==> config.mk <==
export PLATFORM = sky130hd
export DESIGN_NAME = fis_sched
export DESIGN_NICKNAME = d
export VERILOG_FILES = /design/src/rtl/fis_pkg.sv /design/src/rtl/fis_rst_sync.sv /design/src/rtl/fis_phase_fsm.sv /design/src/rtl/fis_strobe_dec.sv /design/src/rtl/fis_sched.sv
export SDC_FILE = /design/constraint.sdc
export NUM_CORES = 1
export LEC_CHECK = 0
export ABC_AREA = 1
export BUFFER_PORTS_ARGS = -buffer_cell sky130_fd_sc_hd__buf_2
export CORE_ASPECT_RATIO = 1.5
export CORE_UTILIZATION = 35
export DETAILED_ROUTE_END_ITERATION = 8
export SLEW_MARGIN = 20
export SYNTH_ARGS = -nofsm -noshare
export SYNTH_HDL_FRONTEND = slang
export SYNTH_SLANG_ARGS = --single-unit
==> constraint.sdc <==
create_clock -name clk -period 2.3 [get_ports clk]
set_input_delay 0.23 -clock clk [delete_from_list [all_inputs] [get_ports clk]]
set_output_delay 0.23 -clock clk [all_outputs]
set_load 0.05 [all_outputs]
==> src/rtl/fis_pkg.sv <==
package fis_pkg;
  typedef enum logic [2:0] {
    PH_IDLE  = 3'd0,
    PH_LOAD  = 3'd1,
    PH_VERT  = 3'd2,
    PH_HORZ  = 3'd3,
    PH_QUART = 3'd4,
    PH_DONE  = 3'd5
  } phase_e;
endpackage

==> src/rtl/fis_rst_sync.sv <==
module fis_rst_sync (
  input  logic clk,
  input  logic rst_n,
  output logic rst_sync_n
);
  logic meta_q;

  always_ff @(posedge clk or negedge rst_n) begin
    if (!rst_n) begin
      meta_q     <= 1'b0;
      rst_sync_n <= 1'b0;
    end else begin
      meta_q     <= 1'b1;
      rst_sync_n <= meta_q;
    end
  end
endmodule

==> src/rtl/fis_phase_fsm.sv <==
module fis_phase_fsm
  import fis_pkg::*;
#(
  parameter int N     = 8,
  parameter int HROWS = 15,
  parameter int NSRC  = 3,
  parameter int ROW_W = 4,
  parameter int SRC_W = 2
) (
  input  logic             clk,
  input  logic             rst_n,
  input  logic             start_i,
  input  logic             blk_ready_i,
  input  logic             stall_i,
  output phase_e           phase_o,
  output logic [ROW_W-1:0] row_o,
  output logic [SRC_W-1:0] src_o
);
  localparam logic [ROW_W-1:0] LAST_B = ROW_W'(N - 1);
  localparam logic [ROW_W-1:0] LAST_H = ROW_W'(HROWS - 1);
  localparam logic [SRC_W-1:0] LAST_S = SRC_W'(NSRC - 1);

  phase_e           phase_q, phase_d;
  logic [ROW_W-1:0] row_q, row_d;
  logic [SRC_W-1:0] src_q, src_d;
  logic             adv;

  assign adv = !stall_i;

  always_comb begin
    phase_d = phase_q;
    row_d   = row_q;
    src_d   = src_q;
    case (phase_q)
      PH_IDLE: begin
        row_d = '0;
        src_d = '0;
        if (start_i && blk_ready_i) phase_d = PH_LOAD;
      end
      PH_LOAD: begin
        if (adv) phase_d = PH_VERT;
      end
      PH_VERT: begin
        if (adv) begin
          if (row_q == LAST_B) begin
            phase_d = PH_HORZ;
            row_d   = '0;
          end else begin
            row_d = row_q + 1'b1;
          end
        end
      end
      PH_HORZ: begin
        if (adv) begin
          if (row_q == LAST_H) begin
            phase_d = PH_QUART;
            row_d   = '0;
            src_d   = '0;
          end else begin
            row_d = row_q + 1'b1;
          end
        end
      end
      PH_QUART: begin
        if (adv) begin
          if (row_q == LAST_B) begin
            row_d = '0;
            if (src_q == LAST_S) phase_d = PH_DONE;
            else                 src_d   = src_q + 1'b1;
          end else begin
            row_d = row_q + 1'b1;
          end
        end
      end
      PH_DONE: phase_d = PH_IDLE;
      default: phase_d = PH_IDLE;
    endcase
  end

  always_ff @(posedge clk or negedge rst_n) begin
    if (!rst_n) begin
      phase_q <= PH_IDLE;
      row_q   <= '0;
      src_q   <= '0;
    end else begin
      phase_q <= phase_d;
      row_q   <= row_d;
      src_q   <= src_d;
    end
  end

  assign phase_o = phase_q;
  assign row_o   = row_q;
  assign src_o   = src_q;
endmodule

==> src/rtl/fis_strobe_dec.sv <==
module fis_strobe_dec
  import fis_pkg::*;
#(
  parameter int NSRC   = 3,
  parameter int ROW_W  = 4,
  parameter int SRC_W  = 2,
  parameter int OROW_W = 3,
  parameter int GRP_W  = 2
) (
  input  phase_e            phase_i,
  input  logic [ROW_W-1:0]  row_i,
  input  logic [SRC_W-1:0]  src_i,
  input  logic              stall_i,
  output logic              busy_o,
  output logic              win_load_o,
  output logic              int_rd_en_o,
  output logic              tap_dir_o,
  output logic [ROW_W-1:0]  int_rd_row_o,
  output logic [NSRC-1:0]   fbuf_wr_en_o,
  output logic [ROW_W-1:0]  fbuf_wr_row_o,
  output logic              fbuf_rd_en_o,
  output logic [SRC_W-1:0]  fbuf_rd_sel_o,
  output logic [OROW_W-1:0] fbuf_rd_row_o,
  output logic              obuf_wr_en_o,
  output logic [GRP_W-1:0]  obuf_grp_o,
  output logic [OROW_W-1:0] obuf_row_o,
  output logic              done_o
);
  logic is_vert, is_horz, is_quart, go;

  assign is_vert  = (phase_i == PH_VERT);
  assign is_horz  = (phase_i == PH_HORZ);
  assign is_quart = (phase_i == PH_QUART);
  assign go       = !stall_i;

  assign busy_o       = (phase_i != PH_IDLE);
  assign done_o       = (phase_i == PH_DONE);
  assign win_load_o   = (phase_i == PH_LOAD) && go;
  assign int_rd_en_o  = (is_vert || is_horz) && go;
  assign tap_dir_o    = is_vert;
  assign int_rd_row_o = (is_vert || is_horz) ? row_i : '0;

  for (genvar g = 0; g < NSRC; g++) begin : g_fbuf_we
    assign fbuf_wr_en_o[g] = is_horz && go;
  end
  assign fbuf_wr_row_o = is_horz ? row_i : '0;

  assign fbuf_rd_en_o  = is_quart && go;
  assign fbuf_rd_sel_o = is_quart ? src_i : '0;
  assign fbuf_rd_row_o = is_quart ? row_i[OROW_W-1:0] : '0;

  assign obuf_wr_en_o = (is_vert || is_quart) && go;
  assign obuf_grp_o   = is_quart ? (GRP_W'(src_i) + GRP_W'(1)) : '0;
  assign obuf_row_o   = (is_vert || is_quart) ? row_i[OROW_W-1:0] : '0;
endmodule

==> src/rtl/fis_sched.sv <==
module fis_sched
  import fis_pkg::*;
#(
  parameter int N    = 8,
  parameter int TAPS = 8,
  parameter int NSRC = 3,
  localparam int HROWS  = N + TAPS - 1,
  localparam int ROW_W  = $clog2(HROWS),
  localparam int OROW_W = $clog2(N),
  localparam int SRC_W  = $clog2(NSRC),
  localparam int GRP_W  = $clog2(NSRC + 1)
) (
  input  logic              clk,
  input  logic              rst_n,
  input  logic              start_i,
  input  logic              blk_ready_i,
  input  logic              stall_i,
  output logic              busy_o,
  output logic              win_load_o,
  output logic              int_rd_en_o,
  output logic              tap_dir_o,
  output logic [ROW_W-1:0]  int_rd_row_o,
  output logic [NSRC-1:0]   fbuf_wr_en_o,
  output logic [ROW_W-1:0]  fbuf_wr_row_o,
  output logic              fbuf_rd_en_o,
  output logic [SRC_W-1:0]  fbuf_rd_sel_o,
  output logic [OROW_W-1:0] fbuf_rd_row_o,
  output logic              obuf_wr_en_o,
  output logic [GRP_W-1:0]  obuf_grp_o,
  output logic [OROW_W-1:0] obuf_row_o,
  output logic              done_o
);
  logic             rst_sync_n;
  phase_e           phase;
  logic [ROW_W-1:0] row;
  logic [SRC_W-1:0] src;

  fis_rst_sync u_rst (
    .clk        (clk),
    .rst_n      (rst_n),
    .rst_sync_n (rst_sync_n)
  );

  fis_phase_fsm #(
    .N(N), .HROWS(HROWS), .NSRC(NSRC), .ROW_W(ROW_W), .SRC_W(SRC_W)
  ) u_fsm (
    .clk         (clk),
    .rst_n       (rst_sync_n),
    .start_i     (start_i),
    .blk_ready_i (blk_ready_i),
    .stall_i     (stall_i),
    .phase_o     (phase),
    .row_o       (row),
    .src_o       (src)
  );

  fis_strobe_dec #(
    .NSRC(NSRC), .ROW_W(ROW_W), .SRC_W(SRC_W), .OROW_W(OROW_W), .GRP_W(GRP_W)
  ) u_dec (
    .phase_i       (phase),
    .row_i         (row),
    .src_i         (src),
    .stall_i       (stall_i),
    .busy_o        (busy_o),
    .win_load_o    (win_load_o),
    .int_rd_en_o   (int_rd_en_o),
    .tap_dir_o     (tap_dir_o),
    .int_rd_row_o  (int_rd_row_o),
    .fbuf_wr_en_o  (fbuf_wr_en_o),
    .fbuf_wr_row_o (fbuf_wr_row_o),
    .fbuf_rd_en_o  (fbuf_rd_en_o),
    .fbuf_rd_sel_o (fbuf_rd_sel_o),
    .fbuf_rd_row_o (fbuf_rd_row_o),
    .obuf_wr_en_o  (obuf_wr_en_o),
    .obuf_grp_o    (obuf_grp_o),
    .obuf_row_o    (obuf_row_o),
    .done_o        (done_o)
  );
endmodule

* Yosys cells after proc, flatten, opt, wreduce, memory -nomap -nowiden
Index checks and enable logic that the tools add are counted.
Storage, ports and cells: register bits 11, bits in latches 0, memory bits (writable) 0, memory bits (read-only) 0, output and inout bits 28, word-level logic and storage cells 70, memories 0
Operators by class: add/sub/neg operators 2, multipliers 0, divide/modulo/power cells 0, order comparisons 0, equality and inequality tests 19, shifts and indexed selects 0, multiplexer cells 27, bitwise logic cells 0, reduce and logical (&&, ||, !) cells 17
Operator list (count):
- 3-bit 2-to-1 mux | 11
- 4-bit 2-to-1 mux | 6
- 2-bit inequality test (second input constant) | 10
- 3-bit one-hot mux with 5 select lines | 1
- 2-bit 2-to-1 mux | 7
- 4-bit one-hot mux with 3 select lines | 1
- 9-bit AND reduction | 1
- 3-bit nonzero test | 3
- 3-bit by 2-bit == test with 1-bit output (second input constant) | 2
- 3-bit == test (second input constant) | 2
- 1-bit logical AND | 6
- 2-bit one-hot mux with 3 select lines | 1
- 6-bit AND reduction | 1
- 4-bit by 1-bit adder with 4-bit output (second input constant) | 1
- 4-bit by 3-bit == test with 1-bit output (second input constant) | 1
- 4-bit == test (second input constant) | 1
- 3-bit by 1-bit == test with 1-bit output (second input constant) | 1
- 3-bit zero test | 1
- 3-bit AND reduction | 1
- 2-bit by 1-bit adder with 2-bit output (second input constant) | 1
- 2-bit == test (second input constant) | 1
- 1-bit logical OR | 2
- 2-bit by 1-bit inequality test with 1-bit output (second input constant) | 1
- 2-bit OR reduction | 1
- 1-bit zero test | 1

* Longest topological paths before layout
depth in word-level cells 5, gate-level depth with buffers 9, mapped depth without buffers 9

* Cells and area by module
A second synthesis with hierarchy kept.
Unflattened totals: cell total of the unflattened synthesis 151, area total of the unflattened synthesis 1004.7 um^2
By module, submodules not included:
- fis_phase_fsm | times used 1, cells an instance 100, area each 749.5 um^2, sequential area each 225.2 um^2
- fis_strobe_dec | times used 1, cells an instance 48, area each 201.4 um^2, sequential area each 0.0 um^2
- fis_rst_sync | times used 1, cells an instance 3, area each 53.8 um^2, sequential area each 50.0 um^2

* Worst setup path before layout
OpenSTA, ideal clock, no wires.
kind register to output, start point reg u_fsm.phase_q[1] (netlist: u_fsm.phase_o[1]), end point out fbuf_wr_en_o[1], arrival 1789 ps, path slack 281 ps, stages on the path, launching flop included 6, path through dfrtp_1 inv_1 nor2_2 nand2_1 nor2_1 buf_4
Between the ends: longest elaborated chain between the ends 2
RTL lines:
- start, declared | RTL line fis_phase_fsm.sv:23 | phase_e phase_q, phase_d;
- start signal, assigned | RTL line fis_phase_fsm.sv:86 | phase_q <= phase_d;
- 3-bit by 2-bit == test with 1-bit output | RTL line fis_strobe_dec.sv:32 | assign is_horz = (phase_i == PH_HORZ);
- 1-bit logical AND
- end, declared | RTL line fis_sched.sv:23 | output logic [NSRC-1:0] fbuf_wr_en_o,
No other way between the ends.

* Final worst setup path
start point reg u_fsm.phase_q[1] (netlist: u_fsm.phase_o[1]), end point out obuf_row_o[1]
Between the ends: longest elaborated chain between the ends 3, elaborated cells between the ends (all ways) 4, classes of those cells eq/ne: 2; mux: 1; reduce/logical: 1
RTL lines:
- 3-bit by 2-bit == test with 1-bit output or 3-bit == test (tied branches) | RTL line fis_strobe_dec.sv:31, fis_strobe_dec.sv:33
- 1-bit logical OR * | RTL line fis_strobe_dec.sv:54 | assign obuf_row_o = (is_vert || is_quart) ? row_i[OROW_W-1:0] : '0;
- 3-bit 2-to-1 mux * | RTL line fis_strobe_dec.sv:54
- end, declared | RTL line fis_sched.sv:30 | output logic [OROW_W-1:0] obuf_row_o,
Every way passes the cells marked *; elsewhere a longest branch is shown, timed or not.

==> flow_summary.ini <==
[yosys]
syn-mean-instance-area_um2 = 6.498
syn_inst = 124
syn_nets = 132
yosysUniqueCellTypes = 20
yosys_warnings = 0
ys_seq_area_share_pct = 34.16
ys_seq_elements = 11
netlist_area_um2 = 805.8

[timing]
fin_crit_sh_pct = 86.79
hold_viol = 0
setup_violations = 0
fin_setup_tns_ps = 0
fmaxAchievable_mhz = 501.0
maxSlewViolCount = 0
finClkSkew_ps = 3.777
period_needed_ps = 1996
rsz0062_at_grt = false

[global_routing]
grt.met2_usage_pct = 26.79
grt_pass1_wl_mm = 2.856
grt-busiest-layer = met2
grt_pass1_vias = 686
grt-ovfl-total = 0
grt_use_met3_pct = 2.198
grtUsageTotal_pct = 17.14
use_met1_pct = 20.56
grt_max_degree = 13
antenna_found_initial = 0

[power_and_ir_drop]
power.leakage_nw = 0.6069
p_total_mw = 1.190
p_per_area_nw_per_um2 = 1177
vdd.ir_drop.worst_mv = 0.5510

[die]
start_util_pct = 38.33
die_x_um = 41.18
rows = 20
dieArea_um2 = 2502
coreArea_um2 = 2102
ios = 33
fp.dieH_um = 60.77

[layout]
mostFrequentLayoutCells = buf_2 (32), nand2_1 (31), nor2_1 (23)
final_layout_size_suffix_gt1_share_pct = 28.48
area_growth_pct = 25.47
diodes = 0
final_common_cell = buf_2
final_nets = 167
nFillCells = 239

[clock_tree]
cts_made_buffers = 3
ctsHoldBuffers = 1
ctsResizeCount = 0
clk_latency_ps = 260
post-cts-setup-buffers = 0
cts-root-buf = clkbuf_4
cts_max_level = 1
clock-sinks = 11
clk_pin_slew_worst_paths_ps = 70
max-clock-path-buffers = 2
cts_tree = done

[setup_path]
critPathKind = register to output pin
critPathRequiredTime_ps = 2070
critPathMaxFanout = 12
critPathCaptureType = output pin
worst_ep_arrival_time_ps = 1770
worstSetupStartpointType = register

[drt]
drcViolationCount = 0
dr.pass1.iters = 6
drt-initial-drc-count = 18
wl_per_cell_um = 10.43
drt-total-wl_mm = 1.878
vias = 881
via_per_inst = 4.894
antenna_left = 0

[placement]
gp_congestion = 0.7287
hpwlAfterDp_mm = 1.578
place.port_buffers = 32

[flow_run]
max_cap_violations = 0

[hold_path]
hold_path_class = register to asynchronous set/reset pin

[outcome]
status = completed
==> synth_stat cells <==
cell      number  share of area [%]
a21oi_1        3                1.9
buf_2          1               0.62
buf_4          2                1.9
conb_1         1               0.47
dfrtp_1       11                 34
ha_1           3                4.7
inv_1         16                7.5
inv_2          1               0.47
nand2_1       31                 14
nand2_2        3                2.3
nand3_1       16                9.9
nand3b_1       1               0.93
nor2_1        23                 11
nor2_2         3                2.3
nor2_4         2                2.8
nor3_1         1               0.62
o21ai_0        2                1.2
o21ai_1        2                1.2
o22ai_1        1               0.78
xor2_1         1                1.1
==> where the power goes <==
part           total (mW)  internal (mW)  switching [mW]
sequential          0.286          0.234          0.0518
combinational       0.782          0.192           0.590
clock               0.122         0.0642          0.0577
==> kinds of logic after synthesis <==
logic type	share of synthesized area, %
flip-flops	34.16
adder cells (fa/ha/maj)	4.659
AO/OA/AOI/OAI	5.124
buffers and inverters	10.40
other	0.4654
XOR/XNOR	1.087
AND/OR/NAND/NOR	44.10
==> layout make-up <==
type                            instances  area, µm²  share of cell area (%)
Multi-Input combinational cell         93      446.7                   44.18
Sequential cell                        11      275.3                   27.23
Timing Repair Buffer                   33      170.2                   16.83
Inverter                               17      63.81                   6.312
Tap cell                               22      27.53                   2.723
Clock buffer                            3      22.52                   2.228
Clock inverter                          1      5.005                  0.4950
==> sequential cells by signal, summed over array words and instances (netlist names) <==
signal            flops
u_fsm.phase_o         3
u_fsm.row_o           4
u_fsm.src_o           2
u_rst.meta_q          1
u_rst.rst_sync_n      1
==> per-stage QoR <==
stage	hold WS [ps]	util, %	area, µm²	worst slack [ps]	instances
floorplan	-65.59	-	805.8	280.6	124
global placement	14.13	46.31	973.4	657.7	175
detailed placement	19.30	46.31	973.4	607.4	175
CTS	156.1	48.10	1011	309.9	180
global route	178.2	48.10	1011	136.1	180
finish	140.0	48.10	1011	303.8	180
==> final timing paths <==
| path | slack [ps] | to | from | cells after the start |
|---|---|---|---|---|
| worst max register to register | 630 | u_fsm.phase_o[1] | u_fsm.phase_o[1] | 9 |
| min in group clk | 370 | u_rst.rst_sync_n | u_rst.meta_q | 0 |
| max in group asynchronous | 1900 | u_fsm.phase_o[0] | u_rst.rst_sync_n | 0 |
| worst min register to register | 140 | u_fsm.row_o[3] | u_rst.rst_sync_n | 0 |
| worst max-delay path | 300 | obuf_row_o[1] | u_fsm.phase_o[1] | 6 |
| worst min-delay path | 140 | u_fsm.row_o[3] | u_rst.rst_sync_n | 0 |
==> per-layer routing <==
metal,vias to the layer above,part of all wire [%]
li1,454,-
met1,388,44
met2,35,48
met3,4,5.1
met4,0,2.7
met5,-,0
==> worst max-delay path: stages, from the launching register on <==
cell and delay [ps]:
dfrtp_1 450, nor2_4 190, nand2_1 260, nand2_1 150, inv_1 110, nor2_1 100
buf_2 260
(Power assumes the default switching activity.)
